==> src/rtl/strap_bridge_pkg.sv <==
package strap_bridge_pkg;
   localparam int ADDR_W = 5;
   localparam int DATA_W = 16;
   localparam int STRAP_W = ADDR_W - 1;

   localparam int BUSY_BIT = 15;
   localparam int STYLE_BIT = 12;

   typedef enum logic [1:0] {
      OPC_NONE  = 2'b00,
      OPC_WRITE = 2'b01,
      OPC_READ  = 2'b10,
      OPC_BOTH  = 2'b11
   } opc_t;

   typedef struct packed {
      logic [1:0]        spare;
      logic              style;
      opc_t              opc;
      logic [ADDR_W-1:0] dev;
      logic [ADDR_W-1:0] rsel;
   } cmd_t;

   function automatic logic cmd_runnable(cmd_t c);
      return c.style && (c.opc == OPC_READ || c.opc == OPC_WRITE);
   endfunction
endpackage

==> src/rtl/srb_addr_decode.sv <==
module srb_addr_decode
   import strap_bridge_pkg::*;
(
   input  logic [STRAP_W-1:0] strap_addr,
   input  logic               txn_valid,
   input  logic [ADDR_W-1:0]  txn_phy,
   input  logic [ADDR_W-1:0]  txn_reg,
   output logic               direct_mode,
   output logic               win_hit,
   output logic               sel_cmd,
   output logic               sel_data
);
   localparam logic [ADDR_W-1:0] REG_CMD  = ADDR_W'(0);
   localparam logic [ADDR_W-1:0] REG_DATA = ADDR_W'(1);

   logic [ADDR_W-1:0] own_addr;
   logic              addr_match;

   assign own_addr    = {strap_addr, 1'b0};
   assign direct_mode = (strap_addr == '0);
   assign addr_match  = txn_valid && !direct_mode && (txn_phy == own_addr);
   assign sel_cmd     = addr_match && (txn_reg == REG_CMD);
   assign sel_data    = addr_match && (txn_reg == REG_DATA);
   assign win_hit     = sel_cmd || sel_data;
endmodule

==> src/rtl/srb_cmd_engine.sv <==
module srb_cmd_engine
   import strap_bridge_pkg::*;
#(
   parameter int ACCESS_CYCLES = 3
) (
   input  logic              clk,
   input  logic              rst_n,
   input  logic              wr_cmd,
   input  logic              wr_data,
   input  logic [DATA_W-1:0] wdata,
   input  logic [DATA_W-1:0] int_rdata,
   output logic              busy,
   output logic [DATA_W-1:0] cmd_word,
   output logic [DATA_W-1:0] data_word,
   output logic              eng_req,
   output logic              eng_write,
   output logic [ADDR_W-1:0] eng_dev,
   output logic [ADDR_W-1:0] eng_reg
);
   cmd_t              cmd_q;
   logic [DATA_W-1:0] data_q;
   logic              busy_q;
   logic              launch;
   logic              at_last;

   assign launch = wr_cmd && !busy_q && wdata[BUSY_BIT];

   generate
      if (ACCESS_CYCLES < 1) begin : g_bad_cfg
         $error("srb_cmd_engine: ACCESS_CYCLES must be at least 1");
      end
      if (ACCESS_CYCLES == 1) begin : g_single
         assign at_last = 1'b1;
      end else begin : g_count
         localparam int CW = $clog2(ACCESS_CYCLES);
         localparam logic [CW-1:0] LAST = CW'(ACCESS_CYCLES - 1);
         logic [CW-1:0] remain_q;
         always_ff @(posedge clk or negedge rst_n) begin
            if (!rst_n) begin
               remain_q <= '0;
            end else if (launch) begin
               remain_q <= LAST;
            end else if (busy_q && remain_q != '0) begin
               remain_q <= remain_q - 1'b1;
            end
         end
         assign at_last = (remain_q == '0);
      end
   endgenerate

   always_ff @(posedge clk or negedge rst_n) begin
      if (!rst_n) begin
         busy_q <= 1'b0;
         cmd_q  <= '0;
         data_q <= '0;
      end else if (!busy_q) begin
         if (wr_cmd) begin
            cmd_q  <= cmd_t'(wdata[DATA_W-2:0]);
            busy_q <= wdata[BUSY_BIT];
         end
         if (wr_data) begin
            data_q <= wdata;
         end
      end else if (at_last) begin
         busy_q <= 1'b0;
         if (cmd_runnable(cmd_q) && cmd_q.opc == OPC_READ) begin
            data_q <= int_rdata;
         end
      end
   end

   assign busy      = busy_q;
   assign cmd_word  = {busy_q, cmd_q};
   assign data_word = data_q;
   assign eng_req   = busy_q && at_last && cmd_runnable(cmd_q);
   assign eng_write = (cmd_q.opc == OPC_WRITE);
   assign eng_dev   = cmd_q.dev;
   assign eng_reg   = cmd_q.rsel;
endmodule

==> src/rtl/strap_reg_bridge.sv <==
module strap_reg_bridge
   import strap_bridge_pkg::*;
#(
   parameter int ACCESS_CYCLES = 3
) (
   input  logic               clk,
   input  logic               rst_n,
   input  logic [STRAP_W-1:0] strap_addr,
   input  logic               txn_valid,
   input  logic               txn_write,
   input  logic [ADDR_W-1:0]  txn_phy,
   input  logic [ADDR_W-1:0]  txn_reg,
   input  logic [DATA_W-1:0]  txn_wdata,
   output logic               txn_hit,
   output logic [DATA_W-1:0]  txn_rdata,
   output logic               int_req,
   output logic               int_write,
   output logic [ADDR_W-1:0]  int_dev,
   output logic [ADDR_W-1:0]  int_reg,
   output logic [DATA_W-1:0]  int_wdata,
   input  logic [DATA_W-1:0]  int_rdata
);
   logic              direct_mode;
   logic              win_hit;
   logic              sel_cmd;
   logic              sel_data;
   logic              eng_busy;
   logic [DATA_W-1:0] eng_cmd;
   logic [DATA_W-1:0] eng_data;
   logic              eng_req;
   logic              eng_write;
   logic [ADDR_W-1:0] eng_dev;
   logic [ADDR_W-1:0] eng_reg;

   srb_addr_decode u_decode (
      .strap_addr (strap_addr),
      .txn_valid  (txn_valid),
      .txn_phy    (txn_phy),
      .txn_reg    (txn_reg),
      .direct_mode(direct_mode),
      .win_hit    (win_hit),
      .sel_cmd    (sel_cmd),
      .sel_data   (sel_data)
   );

   srb_cmd_engine #(.ACCESS_CYCLES(ACCESS_CYCLES)) u_engine (
      .clk      (clk),
      .rst_n    (rst_n),
      .wr_cmd   (sel_cmd && txn_write),
      .wr_data  (sel_data && txn_write),
      .wdata    (txn_wdata),
      .int_rdata(int_rdata),
      .busy     (eng_busy),
      .cmd_word (eng_cmd),
      .data_word(eng_data),
      .eng_req  (eng_req),
      .eng_write(eng_write),
      .eng_dev  (eng_dev),
      .eng_reg  (eng_reg)
   );

   always_comb begin
      if (direct_mode) begin
         txn_hit   = txn_valid;
         txn_rdata = int_rdata;
         int_req   = txn_valid;
         int_write = txn_write;
         int_dev   = txn_phy;
         int_reg   = txn_reg;
         int_wdata = txn_wdata;
      end else begin
         txn_hit   = win_hit;
         txn_rdata = sel_cmd ? eng_cmd : (sel_data ? eng_data : '0);
         int_req   = eng_req;
         int_write = eng_write;
         int_dev   = eng_dev;
         int_reg   = eng_reg;
         int_wdata = eng_data;
      end
   end
endmodule

==> config.mk <==
export PLATFORM = sky130hd
export DESIGN_NAME = strap_reg_bridge
export DESIGN_NICKNAME = d
export VERILOG_FILES = /design/src/rtl/strap_bridge_pkg.sv /design/src/rtl/srb_addr_decode.sv /design/src/rtl/srb_cmd_engine.sv /design/src/rtl/strap_reg_bridge.sv
export SDC_FILE = /design/constraint.sdc
export NUM_CORES = 1
export LEC_CHECK = 0
export ABC_AREA = 1
export CAP_MARGIN = 20
export CORE_UTILIZATION = 45
export CTS_CLUSTER_DIAMETER = 200
export DETAILED_ROUTE_END_ITERATION = 10
export DONT_BUFFER_PORTS = 1
export GPL_ROUTABILITY_DRIVEN = 0
export SLEW_MARGIN = 20
export SYNTH_ARGS = -nofsm -noshare
export SYNTH_HDL_FRONTEND = slang
export SYNTH_SLANG_ARGS = --single-unit
==> constraint.sdc <==
create_clock -name clk -period 3.4 [get_ports clk]
set_input_delay 0.51 -clock clk [delete_from_list [all_inputs] [get_ports clk]]
set_output_delay 0.51 -clock clk [all_outputs]
set_load 0.02 [all_outputs]
**Yosys cells after proc, flatten, opt, wreduce, memory -nomap -nowiden**

Cells that the tools add are included.

- Register bits after elaboration: 34
- Bits of input ports: 50
- Output and inout bits: 45
- Logic and storage cells: 59

- Add/sub/neg operators: 1
- Eq/ne operators: 6
- Multiplexer cells: 18
- Bitwise gates (word level): 1
- Reductions and logical operators: 25

Operator list:

| cell | count |
|---|---|
| $mux 16 | 8 |
| $logic_and 1x1->1 | 13 |
| $mux 5 | 2 |
| $mux 1 | 6 |
| $reduce_bool 2->1 | 3 |
| $eq 5x1->1 const B | 1 |
| $eq 5x5->1 | 1 |
| $logic_not 5->1 | 1 |
| $logic_not 4->1 | 1 |
| $mux 2 | 2 |
| $ne 2x2->1 const B | 2 |
| $reduce_and 3->1 | 1 |
| $eq 2x1->1 const B | 1 |
| $eq 2x2->1 const B | 1 |
| $logic_not 1->1 | 2 |
| $logic_not 2->1 | 1 |
| $logic_or 1x1->1 | 2 |
| $reduce_and 2->1 | 1 |
| $sub 2x1->2 const B | 1 |
| $not 1->1 | 1 |

**Longest topological paths before layout**

- Depth after elaboration: 9
- Gate-level depth with buffers: 11

**Cells and area by module**

From an unflattened synthesis, not the netlist that was laid out.

- Cells, all modules: 465
- Area total of the unflattened synthesis: 2,795.2 um^2

By module, submodules not included:

| module | instances | cells each | area an instance (um^2) |
|---|---|---|---|
| srb_cmd_engine | 1 | 206 | 1,686.6 |
| strap_reg_bridge | 1 | 219 | 944.7 |
| srb_addr_decode | 1 | 40 | 163.9 |

**Worst setup path after synthesis**

No wires, ideal clock.

- Path type: input -> output
- Start: input port txn_reg[3]
- End: output port txn_rdata[10]
- Data arrival time: 1.522 ns
- Data required time: 2.890 ns
- Slack: 1.368 ns
- Stages on the path: 6
- Path through: nor2_2 nand3_4 nor2_8 buf_1 nand3_1 nand3_1

- Cells in the longest elaborated chain, start to end: 5
- Elaborated cells on any way between the ends: 7
- Those cells by class: 1 x eq/ne; 3 x mux; 3 x reduce/logical

Ends and longest elaborated chain:

| item | RTL line | source |
|---|---|---|
| start: declaration | strap_reg_bridge.sv:12 | `input logic [ADDR_W-1:0] txn_reg,` |
| $eq 5x1->1 | srb_addr_decode.sv:23 | `assign sel_data = addr_match && (txn_reg == REG_DATA);` |
| $logic_and 1x1->1 | srb_addr_decode.sv:23 |  |
| $mux 16 | strap_reg_bridge.sv:73 | `txn_rdata = sel_cmd ? eng_cmd : (sel_data ? eng_data : '0);` |
| $mux 16 * | strap_reg_bridge.sv:73 |  |
| $mux 16 * | strap_reg_bridge.sv:63 | `if (direct_mode) begin` |
| end: declaration | strap_reg_bridge.sv:15 | `output logic [DATA_W-1:0] txn_rdata,` |

Every way passes the cells marked *; elsewhere a longest branch is shown, timed or not.

**Worst setup path in the final report**

- Start: input port txn_phy[0]
- End: output port txn_rdata[8]

- Cells in the longest elaborated chain, start to end: 6
- Elaborated cells on any way between the ends: 7
- Those cells by class: 1 x eq/ne; 3 x mux; 3 x reduce/logical

Ends and longest elaborated chain:

| item | RTL line | source |
|---|---|---|
| start: declaration | strap_reg_bridge.sv:11 | `input logic [ADDR_W-1:0] txn_phy,` |
| $eq 5x5->1 * | srb_addr_decode.sv:21 | `assign addr_match = txn_valid && !direct_mode && (txn_phy == own_addr);` |
| $logic_and 1x1->1 * | srb_addr_decode.sv:21 |  |
| $logic_and 1x1->1 | srb_addr_decode.sv:23 |  |
| $mux 16 | strap_reg_bridge.sv:73 |  |
| $mux 16 * | strap_reg_bridge.sv:73 |  |
| $mux 16 * | strap_reg_bridge.sv:63 |  |

Marked as above.

==> impl_metrics.toml <==
[synthesis]
ys_top_cells_by_area = "dfrtp_1 35%, nand2_1 19%, nand3_1 13%"
syn_area_per_cell_sq_um = 6.70
ys.flop_type = "dfrtp_1"
synth_cell_types = 27
syn_nets = 418
synth_seq_area_share_pct = 34.8
async_reset_ff_share_pct = 100
yosysTopAreaCell = "dfrtp_1"
synth_edf_count = 0
ys_warn_count = 0
syn_area_sq_um = 2450
synth_seq_cells = 34
netlist.area_leader.share_pct = 34.8
syn-instance-count = 365

[cts]
clk_path_buf_depth = 2
cts_max_level = 2
cts_tree = "yes"
clock_latency_ns = 0.29
cts_made_buffers = 5
cts_sinks = 34
root_buffer = "clkbuf_8"
path_clk_slew_ns = 0.07

[routing]
antenna_left = 0
wl_per_cell_microns = 15.1
firstDrtPassIters = 5
wl_mm = 6.79
drtIter0Drc = 174
via_per_inst = 5.40
vias = 2436
drc = 0

[setup_path]
end_kind = "output port"
r2r_setup_slack_ns = 1.28
regToRegStartpoint = "u_engine.g_count.remain_q[0]"
start_kind = "primary input"
worst_r2r_endpoint = "u_engine.data_word[2]"
critPathMaxFanout = 21
crit_arrival_ns = 1.88
cp.required_ns = 2.89
critical_path_class = "primary input to output port"
rr_worst_depth = 6

[grt]
grt_max_degree = 35
track_usage_pct = 24.9
grt_pass1_wl_mm = 10.5
antenna_found_initial = 0
first_global_vias = 2154
overflow = 0

[floorplanning]
die_h_microns = 75.7
initial_core_util_pct = 47.3
die-area_sq_um = 5730
core_sq_um = 5170
ios = 95
row_count = 26
die_x_microns = 75.7

[place]
placed_cells = 442
io_buffers = 0
dp_hpwl_mm = 4.73

[run_status]
status = "completed"

[layout]
fin_util_pct = 53.7
seqCellArea_sq_um = 851
fin_nets = 433
fin_cells = 451
largest_register_ff_count = 16
drive_above_1_share_pct = 13.9
diodes = 0
area_growth_pct = 13.5
multiInputGateArea_sq_um = 1360
final.fill_count = 531

[power]
p_leak_uw = 0.00141
ir_worst_vdd_uv = 207
powerDensity_nw_per_um2 = 319

[sta]
finalSetupTns_ns = 0
relSlewSlack_pct = 39.9
setup_violations = 0
tightest_slew_ns = 0.899
period_share_pct = 70.2
rsz0062_at_grt = "no"
finalHoldViolCount = 0
period_minus_slack_ns = 2.39
skew_ns = 0.00572
fmax_mhz = 419
slew_violations = 0

[job]
maxCapViolations = 0

[min_path]
hp-class = "primary input to async pin"
## worst max-delay path, stage by stage
cell	delay (ns)
inv_1	0.06
nand2_1	0.06
nor2_1	0.13
nand2_2	0.10
nor3_4	0.46
buf_12	0.23
nand3_1	0.08
nand3_1	0.23
## layer usage
layer  global-route usage (%)  part of all wire, %
met4                     6.17                 0.56
met3                     6.35                  7.7
met1                     32.9                   45
met2                     41.1                   46
met5                        0                    0
## how the worst max path moves through the flow
| stage | cells after the start | startpoint | slack [ns] | endpoint |
|---|---|---|---|---|
| finish | 8 | txn_phy[0] | 1.01 | txn_rdata[8] |
| global route | 8 | txn_phy[0] | 0.87 | txn_rdata[10] |
| global placement | 6 | strap_addr[2] | 1.05 | txn_rdata[10] |
| CTS | 8 | txn_phy[0] | 1.02 | txn_rdata[8] |
| floorplan | 6 | txn_reg[3] | 1.37 | txn_rdata[10] |
| detailed placement | 8 | txn_phy[0] | 1.03 | txn_rdata[8] |
## cell usage after synthesis, types with 3 or more instances
master	count
inv_1	35
o21ai_0	41
o21ai_1	17
ha_1	3
nand2_1	123
dfrtp_1	34
buf_2	8
clkbuf_1	12
nor2_1	3
nand3_1	65
## final cells by class
class,count,share of cell area (%)
multi-input cells,272,48.9
flip-flops and latches,34,30.7
repair buffers,30,9.02
inverters,37,5.00
well taps,70,3.16
clock buffers,7,3.11
clock inverters,1,0.180
## cells in the final DEF (no fill, tap or decap), types with 3 or more instances in the layout
cell        n
inv_1      35
o21ai_1    17
buf_4      28
ha_1        3
nand2_1   123
nor2_1      3
clkbuf_8    6
o21ai_0    41
nand3_1    65
dfrtp_1    34
## metrics by stage
stage,power [uW],hold slack [ns],cell area (sq um),worst slack [ns]
final,886,0.0506,2780,1.01
after global placement,563,0.215,2660,1.05
after detailed placement,564,0.215,2660,1.03
after CTS,892,0.0569,2780,1.02
after floorplan,525,0.214,2450,1.37
after global routing,927,0.0578,2780,0.866
## cell families (layout without fill, tap and decap cells)
group	after synthesis	in the layout	synth area share (%)
and+or+nand+nor	206	206	40.4
adders and majority gates	3	3	1.53
xor gates and xnor gates	2	2	0.716
buffers and inverters	59	75	9.77
AOI/OAI and AO/OA	61	61	12.8
DFF	34	34	34.8
## where the power goes
group	total, uW	internal (uW)	switching, uW	leakage [uW]
combinational	140	48.1	92.0	0.000929
sequential	427	416	10.2	0.000438
clock	319	164	155	0.0000482
## what timing repair did
action | CTS | global route
hold buffers | 1 | 0
buffers inserted | 0 | 0
hold endpoints to repair | 34 | 0
resized for setup | 0 | 0
(Power assumes the default switching activity.)
